--- src/rtl/hsc_pkg.sv ---
package hsc_pkg;
  localparam int CODE_W = 24;
  localparam int WORD_W = 32;

  typedef enum logic [1:0] {
    ST_CLEAN  = 2'd0,
    ST_FIXED  = 2'd1,
    ST_ECCBAD = 2'd2,
    ST_FATAL  = 2'd3
  } hsc_status_e;

  // Rearrange a 3-byte code into the 32-bit syndrome layout.
  function automatic logic [WORD_W-1:0] hsc_repack(input logic [CODE_W-1:0] code);
    logic [WORD_W-1:0] w;
    w        = '0;
    w[7:0]   = code[7:0];
    w[23:16] = code[15:8];
    w[11:8]  = code[19:16];
    w[31:28] = code[23:20];
    return w;
  endfunction
endpackage

--- src/rtl/hsc_repack.sv ---
module hsc_repack
  import hsc_pkg::*;
(
  input  logic [CODE_W-1:0] code_in,
  output logic [WORD_W-1:0] word_out
);
  always_comb word_out = hsc_repack(code_in);
endmodule

--- src/rtl/hsc_popcount.sv ---
module hsc_popcount #(
  parameter int W  = 32,
  localparam int CW = $clog2(W + 1)
) (
  input  logic [W-1:0]  vec,
  output logic [CW-1:0] count
);
  always_comb begin
    count = '0;
    for (int i = 0; i < W; i++) count = count + CW'(vec[i]);
  end
endmodule

--- src/rtl/hsc_classify.sv ---
module hsc_classify
  import hsc_pkg::*;
#(
  parameter int W           = 32,
  parameter int CORR_WEIGHT = 12,
  parameter int BYTE_W      = 9,
  parameter int BIT_W       = 3,
  parameter logic [W-1:0] ERASED_WORD = '1,
  localparam int CW   = $clog2(W + 1),
  localparam int HALF = W / 2
) (
  input  logic [W-1:0]      stored_w,
  input  logic [W-1:0]      calc_w,
  input  logic [CW-1:0]     weight,
  output hsc_status_e       verdict,
  output logic [BYTE_W-1:0] loc_byte,
  output logic [BIT_W-1:0]  loc_bit
);
  logic [W-1:0] syn;
  always_comb syn = stored_w ^ calc_w;

  always_comb begin
    verdict  = ST_CLEAN;
    loc_byte = '0;
    loc_bit  = '0;
    if (syn != '0) begin
      if (weight == CW'(CORR_WEIGHT)) begin
        verdict  = ST_FIXED;
        loc_bit  = syn[HALF +: BIT_W];
        loc_byte = syn[HALF + BIT_W +: BYTE_W];
      end else if (weight == CW'(1)) begin
        verdict = ST_ECCBAD;
      end else if (stored_w == ERASED_WORD && calc_w == '0) begin
        verdict = ST_CLEAN;
      end else begin
        verdict = ST_FATAL;
      end
    end
  end
endmodule

--- src/rtl/hamming_sector_check.sv ---
module hamming_sector_check
  import hsc_pkg::*;
#(
  parameter int CORR_WEIGHT = 12,
  parameter int BYTE_W      = 9,
  parameter int BIT_W       = 3
) (
  input  logic              clk,
  input  logic              rst_n,
  input  logic              start,
  input  logic [CODE_W-1:0] stored_code,
  input  logic [CODE_W-1:0] calc_code,
  output logic              done,
  output logic [1:0]        status,
  output logic [BYTE_W-1:0] err_byte,
  output logic [BIT_W-1:0]  err_bit
);
  localparam int NCODE = 2;
  localparam int CW    = $clog2(WORD_W + 1);
  localparam logic [WORD_W-1:0] ERASED_WORD = hsc_repack({CODE_W{1'b1}});

  logic [CODE_W-1:0] codes [NCODE];
  logic [WORD_W-1:0] words [NCODE];
  logic [CW-1:0]     weight;
  hsc_status_e       verdict;
  logic [BYTE_W-1:0] loc_byte;
  logic [BIT_W-1:0]  loc_bit;

  always_comb begin
    codes[0] = stored_code;
    codes[1] = calc_code;
  end

  for (genvar g = 0; g < NCODE; g++) begin : g_pack
    hsc_repack u_pack (.code_in(codes[g]), .word_out(words[g]));
  end

  hsc_popcount #(.W(WORD_W)) u_pop (
    .vec  (words[0] ^ words[1]),
    .count(weight)
  );

  hsc_classify #(
    .W(WORD_W), .CORR_WEIGHT(CORR_WEIGHT), .BYTE_W(BYTE_W),
    .BIT_W(BIT_W), .ERASED_WORD(ERASED_WORD)
  ) u_cls (
    .stored_w(words[0]),
    .calc_w  (words[1]),
    .weight  (weight),
    .verdict (verdict),
    .loc_byte(loc_byte),
    .loc_bit (loc_bit)
  );

  always_ff @(posedge clk or negedge rst_n) begin
    if (!rst_n) begin
      done     <= 1'b0;
      status   <= ST_CLEAN;
      err_byte <= '0;
      err_bit  <= '0;
    end else begin
      done <= start;
      if (start) begin
        status   <= verdict;
        err_byte <= loc_byte;
        err_bit  <= loc_bit;
      end
    end
  end

  AST_DONE_AFTER_START: assert property (@(posedge clk) disable iff (!rst_n)
    start |=> done);
  AST_NO_SPURIOUS_DONE: assert property (@(posedge clk) disable iff (!rst_n)
    !start |=> !done);
  AST_FIX_WEIGHT: assert property (@(posedge clk) disable iff (!rst_n)
    (start && verdict == ST_FIXED) |-> weight == CW'(CORR_WEIGHT));
  AST_FIELD_WEIGHT: assert property (@(posedge clk) disable iff (!rst_n)
    (start && verdict == ST_ECCBAD) |-> $countones(words[0] ^ words[1]) == 1);
  AST_LOC_ZERO: assert property (@(posedge clk) disable iff (!rst_n)
    (status != 2'd1) |-> (err_byte == '0 && err_bit == '0));
  AST_HOLD_VERDICT: assert property (@(posedge clk) disable iff (!rst_n)
    !start |=> ($stable(status) && $stable(err_byte) && $stable(err_bit)));
endmodule

--- config.mk ---
export PLATFORM = sky130hd
export DESIGN_NAME = hamming_sector_check
export DESIGN_NICKNAME = d
export VERILOG_FILES = /design/src/rtl/hsc_pkg.sv /design/src/rtl/hsc_repack.sv /design/src/rtl/hsc_popcount.sv /design/src/rtl/hsc_classify.sv /design/src/rtl/hamming_sector_check.sv
export SDC_FILE = /design/constraint.sdc
export NUM_CORES = 1
export LEC_CHECK = 0
export BUFFER_PORTS_ARGS = -buffer_cell sky130_fd_sc_hd__buf_4
export CAP_MARGIN = 20
export CELL_PAD_IN_SITES_DETAIL_PLACEMENT = 1
export CELL_PAD_IN_SITES_GLOBAL_PLACEMENT = 2
export CORE_MARGIN = 2
export CORE_UTILIZATION = 36
export CTS_CLUSTER_SIZE = 16
export DETAILED_ROUTE_END_ITERATION = 16
export PLACE_DENSITY_LB_ADDON = 0.1
export SLEW_MARGIN = 15
export SYNTH_ARGS = -nofsm -noshare
export SYNTH_HDL_FRONTEND = slang
export SYNTH_HIERARCHICAL = 1
export SYNTH_SLANG_ARGS = --single-unit
--- constraint.sdc ---
create_clock -name clk -period 2.05 [get_ports clk]
set_input_delay 0.3075 -clock clk [delete_from_list [all_inputs] [get_ports clk]]
set_output_delay 0.3075 -clock clk [all_outputs]
set_load 0.01 [all_outputs]
==> impl_metrics.toml, run 1 <==
[die]
io_pins = 66
die_width_um = 91.1
die-area_mm2 = 0.00831
start_util_pct = 37.5
core_mm2 = 0.00729
num_rows = 31
die_h_um = 91.1

[cts]
cts_buffer_depth = 2
cts_sinks = 15
clk_latency_ns = 0.24
clk_pin_slew_ns = 0.06
cts_buffers = 3
htree_levels = 1
cts_tree = "built"
cts_root_buf = "clkbuf_8"

[setup_path]
r2r_slack_ns = 1.27
r2r_start = "err_byte[8]$_DFFE_PN0P_"
r2r-end = "err_byte[8]$_DFFE_PN0P_"
r2r_cells = 1
cp.required_ns = 2.24
arrival_ns = 5.68
critPathLaunchType = "input pin"
worstSetupEndpointType = "register"
critical_path_class = "input pin to register"
crit_fanout = 5

[timing]
slew_violations = 0
worst_clock_skew_ns = 0
setup_viol = 10
fmax_mhz = 182
fin_crit_sh_pct = 268
layout_setup_ws_ns = -3.44
rsz0062_at_grt = "yes"
final_hold_viol_count = 0
finalCriticalPeriod_ns = 5.49

[routing]
detail-route-antenna-nets = 0
num_vias = 2122
wl_um = 6950
wl_per_cell_um = 14.6
drc = 0
drtIter0Drc = 28
via_per_inst = 4.46
dr.pass1.iters = 4

[global_route]
first_global_vias = 2345
overflow = 0
grt_usage_pct = 17.8
grt_antenna_before_repair = 0
grt_max_degree = 16
grt_pass1_wl_um = 11600

[yosys]
synth-xor-area-share_pct = 20.2
yosys.area_share.simple_pct = 13.7
synth-seq-cells = 15
yosys.cell_types.count = 31
synth_area_mm2 = 0.00273
syn_area_per_cell_um2 = 9.33
yosysWarningCount = 6
syn_inst = 293
synth_mux_area_share_pct = 5.77
ys_seq_area_share_pct = 13.7
synth_adder_area_share_pct = 20.8
synth_compound_area_share_pct = 2.65
synth_top_family_by_area = "buffers and inverters"

[final_layout]
multi_input_area_mm2 = 0.00194
register_area_um2 = 375
areaGrowthSynthToFinish_pct = 32.8
n_antenna_cell = 0
nNetsFinal = 460
drive_gt1_share_pct = 45.6
finalInstanceArea_mm2 = 0.00363
fill_cells = 881

[run]
drv_cap = 0

[placed_design]
dp_hpwl_um = 6220
gp_congestion = 0.834
port_buffers = 65
post_dp_cell_area_mm2 = 0.00338

[min_path]
min_to = "done$_DFF_PN0_"
hp-start = "start"
min_path_cells = 1
min_path_type = "input pin to register"

[run_status]
outcome = "complete, but fails checks"
violations = "setup timing"
critical path, stage by stage:
cell and delay (ns):
buf_8 0.11, xor2_4 0.16, inv_1 0.07, fa_1 0.50
inv_1 0.05, fa_1 0.44, fa_1 0.52, fa_1 0.45
fa_1 0.50, inv_1 0.05, fa_1 0.47, inv_1 0.04
ha_2 0.17, inv_2 0.06, fa_2 0.20, nand2b_4 0.13
a21oi_4 0.05, xor2_1 0.14, or3_4 0.38, nor3b_4 0.22
nand2_2 0.12, a31o_4 0.29, nor2_2 0.11, mux2_4 0.14
layout by cell type, fill, tap and decap left out, types with 2 or more instances in the layout:
| cell type | netlist | routed |
|---|---|---|
| buf_4 | 64 | 124 |
| inv_1 | 33 | 32 |
| xnor2_1 | 30 | 30 |
| xor2_1 | 33 | 29 |
| fa_1 | 24 | 23 |
| conb_1 | 2 | 16 |
| dfrtp_1 | 15 | 15 |
| nand4_1 | 11 | 11 |
| nor4_1 | 10 | 10 |
| nor2_1 | 15 | 8 |
| mux2_2 | 14 | 7 |
| mux2_4 | 0 | 7 |
| nor4bb_1 | 6 | 6 |
| ha_1 | 7 | 6 |
| buf_6 | 2 | 4 |
| nand2b_1 | 5 | 4 |
| nor2_2 | 0 | 4 |
| xor2_2 | 0 | 3 |
| clkbuf_8 | 0 | 3 |
| nand2_1 | 4 | 3 |
| nor2_4 | 0 | 3 |
| a31o_4 | 0 | 2 |
| buf_8 | 0 | 2 |
| and4_1 | 2 | 2 |
| o221ai_1 | 2 | 2 |
through the flow:
step / instances / setup TNS (ns) / worst slack, ns / hold slack, ns / utilization [%]
5_1_grt: 476 / -35.98 / -3.63 / 0.323 / 49.8
2_1_floorplan: 307 / -34.37 / -3.50 / 0.0119 / -
6_report: 476 / -34.19 / -3.44 / 0.323 / 49.8
3_3_place_gp: 468 / -36.27 / -3.68 / 0.172 / 46.4
4_1_cts: 476 / -33.88 / -3.41 / 0.306 / 48.4
3_5_place_dp: 468 / -37.35 / -3.78 / 0.174 / 46.4
flip-flops by register name, indices dropped and copies added, names as in the netlist:
| signal | cells |
|---|---|
| err_byte | 9 |
| done | 1 |
| err_bit | 3 |
| status | 2 |
final cells by class:
| type | count | area share [%] |
|---|---|---|
| clock inverter | 1 | 0.138 |
| tap | 99 | 3.41 |
| inverter | 33 | 3.41 |
| multi-input combinational | 194 | 53.6 |
| timing repair buffer | 131 | 28.0 |
| sequential | 15 | 10.3 |
| clock buffer | 3 | 1.14 |
what timing repair did:
| action | CTS | global route |
|---|---|---|
| pin swaps | 5 | 2 |
| hold endpoints to repair | 15 | 0 |
| buffers inserted | 2 | 0 |
| gates resized for setup | 15 | 20 |
| setup endpoints to repair | 10 | 10 |
| hold buffers | 1 | 0 |
| gates cloned | 1 | 0 |
worst max path at each step:
| stage | startpoint | end | slack [ns] | depth (start not counted) |
|---|---|---|---|---|
| after floorplan | calc_code[0] | err_byte[3]$_DFFE_PN0P_ | -3.50 | 25 |
| after global placement | calc_code[1] | err_bit[2]$_DFFE_PN0P_ | -3.68 | 22 |
| after detailed placement | calc_code[19] | err_bit[2]$_DFFE_PN0P_ | -3.78 | 24 |
| after CTS | calc_code[0] | err_byte[2]$_DFFE_PN0P_ | -3.41 | 24 |
| after global routing | calc_code[0] | err_byte[1]$_DFFE_PN0P_ | -3.63 | 24 |
| final | calc_code[1] | err_byte[3]$_DFFE_PN0P_ | -3.44 | 24 |
routing by layer:
metal	track usage (%)	wire length, um	part of all wire, %	vias to the layer above
li1	-	-	-	1038
met3	1.91	135	1.9	2
met5	0	0	0	-
met4	1.14	15	0.22	0
met2	32.2	3560	51	30
met1	24.0	3240	47	1052
kinds of logic (layout without fill, tap and decap cells):
logic type               count (synthesis)  count (layout)
buffers and inverters                   99             168
XOR/XNOR                                63              63
AND/OR/NAND/NOR                         60              60
adder cells (fa/ha/maj)                 31              31
flip-flops                              15              15
multiplexers                            14              14
AO/OA/AOI/OAI                            9              10
other                                    2              16
synth_stat cells (all sizes together):
cell type	count	share of area, %
or3	1	0.41
a31o	1	0.32
conb	2	0.27
a21oi	2	0.64
ha	7	3.2
mux2	14	5.8
a21boi	1	0.27
o41ai	1	0.32
and3	1	0.27
xor2	33	11
nand2b	5	1.1
buf	66	18
nand4	11	2.5
nor4	10	2.3
nand3	1	0.18
dfrtp	15	14
and4b	1	0.37
nand2	4	0.55
a21o	1	0.27
fa	24	18
o221ai	2	0.64
nor3b	2	0.73
inv	33	4.5
xnor2	30	9.6
nor2	15	2.1
nor4bb	6	2.2
nor4b	1	0.32
and4	2	0.64
o21ai	1	0.18
Power of run 1 is not shown: default switching activity piles up to over one toggle a cycle in this logic, so the estimate is an artifact.
==> run 2: changes to the inputs <==
--- a/config.mk
+++ b/config.mk
@@ -13,6 +13,7 @@
 export CORE_UTILIZATION = 36
 export CTS_CLUSTER_SIZE = 16
 export DETAILED_ROUTE_END_ITERATION = 16
+export GPL_TIMING_DRIVEN = 0
 export PLACE_DENSITY_LB_ADDON = 0.1
 export SLEW_MARGIN = 15
 export SYNTH_ARGS = -nofsm -noshare
==> impl_metrics.toml, run 2 (same netlist as run 1, synthesis figures left out) <==
[final_layout]
fill_cells = 884
multi_input_area_mm2 = 0.00193
reg.largest.list = "err_byte: 9 flops, err_bit: 3 flops, status: 2 flops"
layout_common_cells = "buf_4 (77), inv_1 (31), xnor2_1 (30), xor2_1 (27), fa_1 (23)"
largest_reg_flops = 9
layout_commonest_cell = "buf_4"
top_register = "err_byte"
drive_gt1_share_pct = 39.1
nNetsFinal = 418
register_area_um2 = 375
n_antenna_cell = 0
areaGrowthSynthToFinish_pct = 22.1

[timing]
rsz0062_at_grt = "yes"
fmax_mhz = 182
layout_setup_ws_ns = -3.46
worst_clock_skew_ns = 0
slew_violations = 0
setup_viol = 10
worst_hold_slack_ns = 0.237
slew_headroom_pct = 50.7
fin_crit_sh_pct = 269
final_hold_viol_count = 0
finalCriticalPeriod_ns = 5.51
tightest_slew_ns = 0.733

[setup_path]
crit_fanout = 5
critPathLaunchType = "input pin"
slowest_delay_ns = 0.57
path_buf_inv = 8
crit_family = "adder cells"
cp.required_ns = 2.24
slowest_stage = "fa_2"
worstSetupEndpointType = "register"
path_cells = "buf_4 -> xor2_2 -> inv_1 -> fa_1 -> inv_1 -> fa_1 -> fa_1 -> fa_1 -> fa_1 -> inv_1 -> fa_1 -> inv_1 -> ha_2 -> inv_2 -> fa_2 -> inv_2 -> or3_4 -> nor3b_4 -> nand2_2 -> a31o_4 -> buf_6 -> nor2_1 -> mux2_4"
arrival_ns = 5.69
r2r_start = "err_byte[1]$_DFFE_PN0P_"
crit_top_cell = "fa_1"
critical_path_class = "input pin to register"
startpoint = "stored_code[1]"

[die]
die-area_mm2 = 0.00831
num_rows = 31
core_mm2 = 0.00729
die_width_um = 91.1
die_h_um = 91.1
io_pins = 66
start_util_pct = 37.5

[global_route]
grt_pass1_wl_um = 10900
first_global_vias = 2124
grt_max_degree = 16
grt_usage_pct = 16.7
grt_antenna_before_repair = 0
overflow = 0

[routing]
detail-route-antenna-nets = 0
num_vias = 1922
dr.pass1.iters = 4
wl_per_cell_um = 14.9
via_per_inst = 4.43
wl_um = 6460
drtIter0Drc = 42
drc = 0

[min_path]
min_path_type = "input pin to register"
hp-start = "start"

[cts]
cts_sinks = 15
cts_buffers = 3
clk_pin_slew_ns = 0.07
htree_levels = 1
cts_root_buf = "clkbuf_8"
cts_tree = "built"
clk_latency_ns = 0.25
cts_buffer_depth = 2

[placed_design]
gp_congestion = 0.822
port_buffers = 17
dp_hpwl_um = 5750

[run]
drv_cap = 0

[run_status]
outcome = "complete, but fails checks"
violations = "setup timing"
run 2: cell type report:
type | instances | share of cell area (%)
Buffer | 66 | 16.3
Clock buffer | 3 | 1.24
Clock inverter | 1 | 0.150
Inverter | 33 | 3.71
Multi-Input combinational cell | 193 | 57.9
Sequential cell | 15 | 11.2
Tap cell | 99 | 3.71
Timing Repair Buffer | 24 | 5.70
run 2: path summary, 6_finish.rpt:
| kind | endpoint | slack (ns) | cells past startpoint |
|---|---|---|---|
| setup reg to reg | err_byte[1]$_DFFE_PN0P_ | 1.28 | 1 |
| min in group asynchronous | err_bit[0]$_DFFE_PN0P_ | 0.47 | 2 |
| setup / recovery | err_byte[3]$_DFFE_PN0P_ | -3.46 | 23 |
| hold reg to reg | err_byte[8]$_DFFE_PN0P_ | 0.51 | 1 |
| max in group asynchronous | err_byte[5]$_DFFE_PN0P_ | 1.40 | 2 |
| hold / removal | done$_DFF_PN0_ | 0.24 | 1 |
run 2: metrics by stage:
stage	std cells	worst slack (ns)	utilization, %	area, um^2	setup TNS [ns]
2_1_floorplan	307	-3.50	-	2810	-34.37
3_3_place_gp	423	-3.75	42.0	3060	-36.89
3_5_place_dp	423	-3.81	42.0	3060	-37.55
4_1_cts	433	-3.46	45.1	3290	-34.10
5_1_grt	434	-3.70	45.8	3340	-36.36
6_report	434	-3.46	45.8	3340	-34.01
run 2: what timing repair did:
item	4_1_cts	5_1_grt
buffers inserted	4	2
hold endpoints to repair	15	0
setup endpoints to repair	10	10
resized for setup	30	10
hold buffers	1	0
cloned	1	0
pin swaps	10	2
run 2: per-layer routing:
metal	wire length (um)	global-route usage [%]	up-vias	share of wire (%)
met1	3150	23.5	945	49
met5	0	0	-	0
met3	157	2.49	2	2.4
li1	-	-	947	-
met2	3130	28.3	28	48
met4	18	1.14	0	0.28
Power of run 2 is left out for the same reason.
==> run 3: changes to the inputs <==
--- a/config.mk
+++ b/config.mk
@@ -9,7 +9,6 @@
 export CAP_MARGIN = 20
 export CELL_PAD_IN_SITES_DETAIL_PLACEMENT = 1
 export CELL_PAD_IN_SITES_GLOBAL_PLACEMENT = 2
-export CORE_MARGIN = 2
 export CORE_UTILIZATION = 36
 export CTS_CLUSTER_SIZE = 16
 export DETAILED_ROUTE_END_ITERATION = 16
==> impl_metrics.toml, run 3 (same netlist as run 1, synthesis figures left out) <==
[timing]
fin_crit_sh_pct = 267
worst_clock_skew_ns = 0
fmax_mhz = 183
tightest_slew_ns = 0.668
rsz0062_at_grt = "yes"
final_hold_viol_count = 0
slew_violations = 0
layout_setup_ws_ns = -3.43
setup_viol = 10
finalCriticalPeriod_ns = 5.48
slew_headroom_pct = 55.0

[setup_path]
worstSetupEndpointType = "register"
arrival_ns = 5.66
critical_path_class = "input pin to register"
critPathLaunchType = "input pin"
cp.required_ns = 2.24
crit_fanout = 10

[cts]
cts_tree = "built"
clk_pin_slew_ns = 0.06
cts_sinks = 15
clk_latency_ns = 0.24
cts_buffers = 3
cts_root_buf = "clkbuf_8"
cts_buffer_depth = 2
htree_levels = 1

[run_status]
outcome = "complete, but fails checks"
violations = "setup timing"

[routing]
drc = 0
detail-route-antenna-nets = 0
num_vias = 1901
wl_per_cell_um = 14.5
dr.pass1.iters = 4
via_per_inst = 4.39
drtIter0Drc = 31
wl_um = 6260

[global_route]
grt_antenna_before_repair = 0
first_global_vias = 1958
grt_max_degree = 16
grt_usage_pct = 16.6
grt_pass1_wl_um = 9760
overflow = 0

[die]
start_util_pct = 37.5
io_pins = 66
num_rows = 31
core_mm2 = 0.00729
die_width_um = 89.1
die-area_mm2 = 0.00795
die_h_um = 89.1

[placed_design]
port_buffers = 17
dp.cells = 423
place_ws_ns = -3.83
gp_congestion = 0.797
dp_hpwl_um = 5710

[run]
drv_cap = 0

[final_layout]
n_antenna_cell = 0
nNetsFinal = 417
areaGrowthSynthToFinish_pct = 18.9
layout_commonest_cell = "buf_4"
largest_reg_flops = 9
stdcell_count = 433
layout_common_cells = "buf_4 (79), xor2_1 (31), inv_1 (31), xnor2_1 (30), fa_1 (23)"
top_register = "err_byte"
reg.largest.list = "err_byte: 9 flops, err_bit: 3 flops, status: 2 flops"
drive_gt1_share_pct = 37.7

[min_path]
min_path_type = "input pin to register"
## run 3: cell count changes in the layout (fill, tap and decap cells not counted), moves of 2 or more
cell / before / now
mux2_2: 6 / 10
mux2_4: 8 / 4
nor2_2: 1 / 5
xor2_1: 27 / 31
xor2_2: 6 / 2
buf_6: 9 / 6
nor2_4: 4 / 1
buf_4: 77 / 79
## run 3: stage by stage
stage	hold WS [ns]	TNS (ns)	area (um^2)	util, %
2_1_floorplan	0.0119	-34.37	2810	-
3_3_place_gp	0.175	-36.94	3060	42.0
3_5_place_dp	0.176	-37.50	3060	42.0
4_1_cts	0.229	-34.29	3210	44.1
5_1_grt	0.232	-35.85	3250	44.6
6_report	0.232	-33.96	3250	44.6
## run 3: area by class of cell
cell class                 instances  area, um^2
clock buffer                       3        41.3
buffer                            66         537
fill                             889        4040
multi-input combinational        193        1860
timing repair buffer              23         179
clock inverter                     1        5.00
inverter                          33         124
sequential                        15         375
tap                               99         124
## run 3: final timing paths
path / from / endpoint / slack [ns] / cells after the start
min: start / done$_DFF_PN0_ / 0.23 / 1
max reg2reg: err_byte[8]$_DFFE_PN0P_ / err_byte[8]$_DFFE_PN0P_ / 1.28 / 1
min reg2reg: err_bit[1]$_DFFE_PN0P_ / err_bit[1]$_DFFE_PN0P_ / 0.51 / 1
max: calc_code[0] / err_byte[3]$_DFFE_PN0P_ / -3.43 / 23
min in group asynchronous: rst_n / err_bit[1]$_DFFE_PN0P_ / 0.45 / 2
max in group asynchronous: rst_n / err_byte[7]$_DFFE_PN0P_ / 1.42 / 2
## run 3: worst max-delay path, cell delays in order
cell	delay, ns
buf_8	0.10
xor2_1	0.14
inv_1	0.07
fa_1	0.53
inv_1	0.05
fa_1	0.45
fa_1	0.51
fa_1	0.43
fa_1	0.50
inv_1	0.05
fa_1	0.42
inv_1	0.07
ha_2	0.18
inv_2	0.04
fa_2	0.55
inv_1	0.04
or3_4	0.34
nor3b_4	0.20
nand2_2	0.09
a31o_4	0.24
buf_8	0.14
nor2_2	0.10
mux2_4	0.14
## run 3: layer usage
| layer | part of all wire [%] | GRT usage [%] | wire, um | up-vias |
|---|---|---|---|---|
| li1 | - | - | - | 951 |
| met1 | 48 | 22.9 | 3010 | 919 |
| met2 | 49 | 28.2 | 3050 | 29 |
| met3 | 3.0 | 3.23 | 185 | 2 |
| met4 | 0.24 | 0.866 | 15 | 0 |
| met5 | 0 | 0 | 0 | - |
## run 3: what timing repair did
action                     in CTS  in global routing
setup endpoints to repair      10                 10
hold buffers                    1                  0
hold endpoints to repair       15                  0
pin swaps                       5                  1
setup buffers                   4                  1
resized for setup              16                  8
Power of run 3 is left out for the same reason.
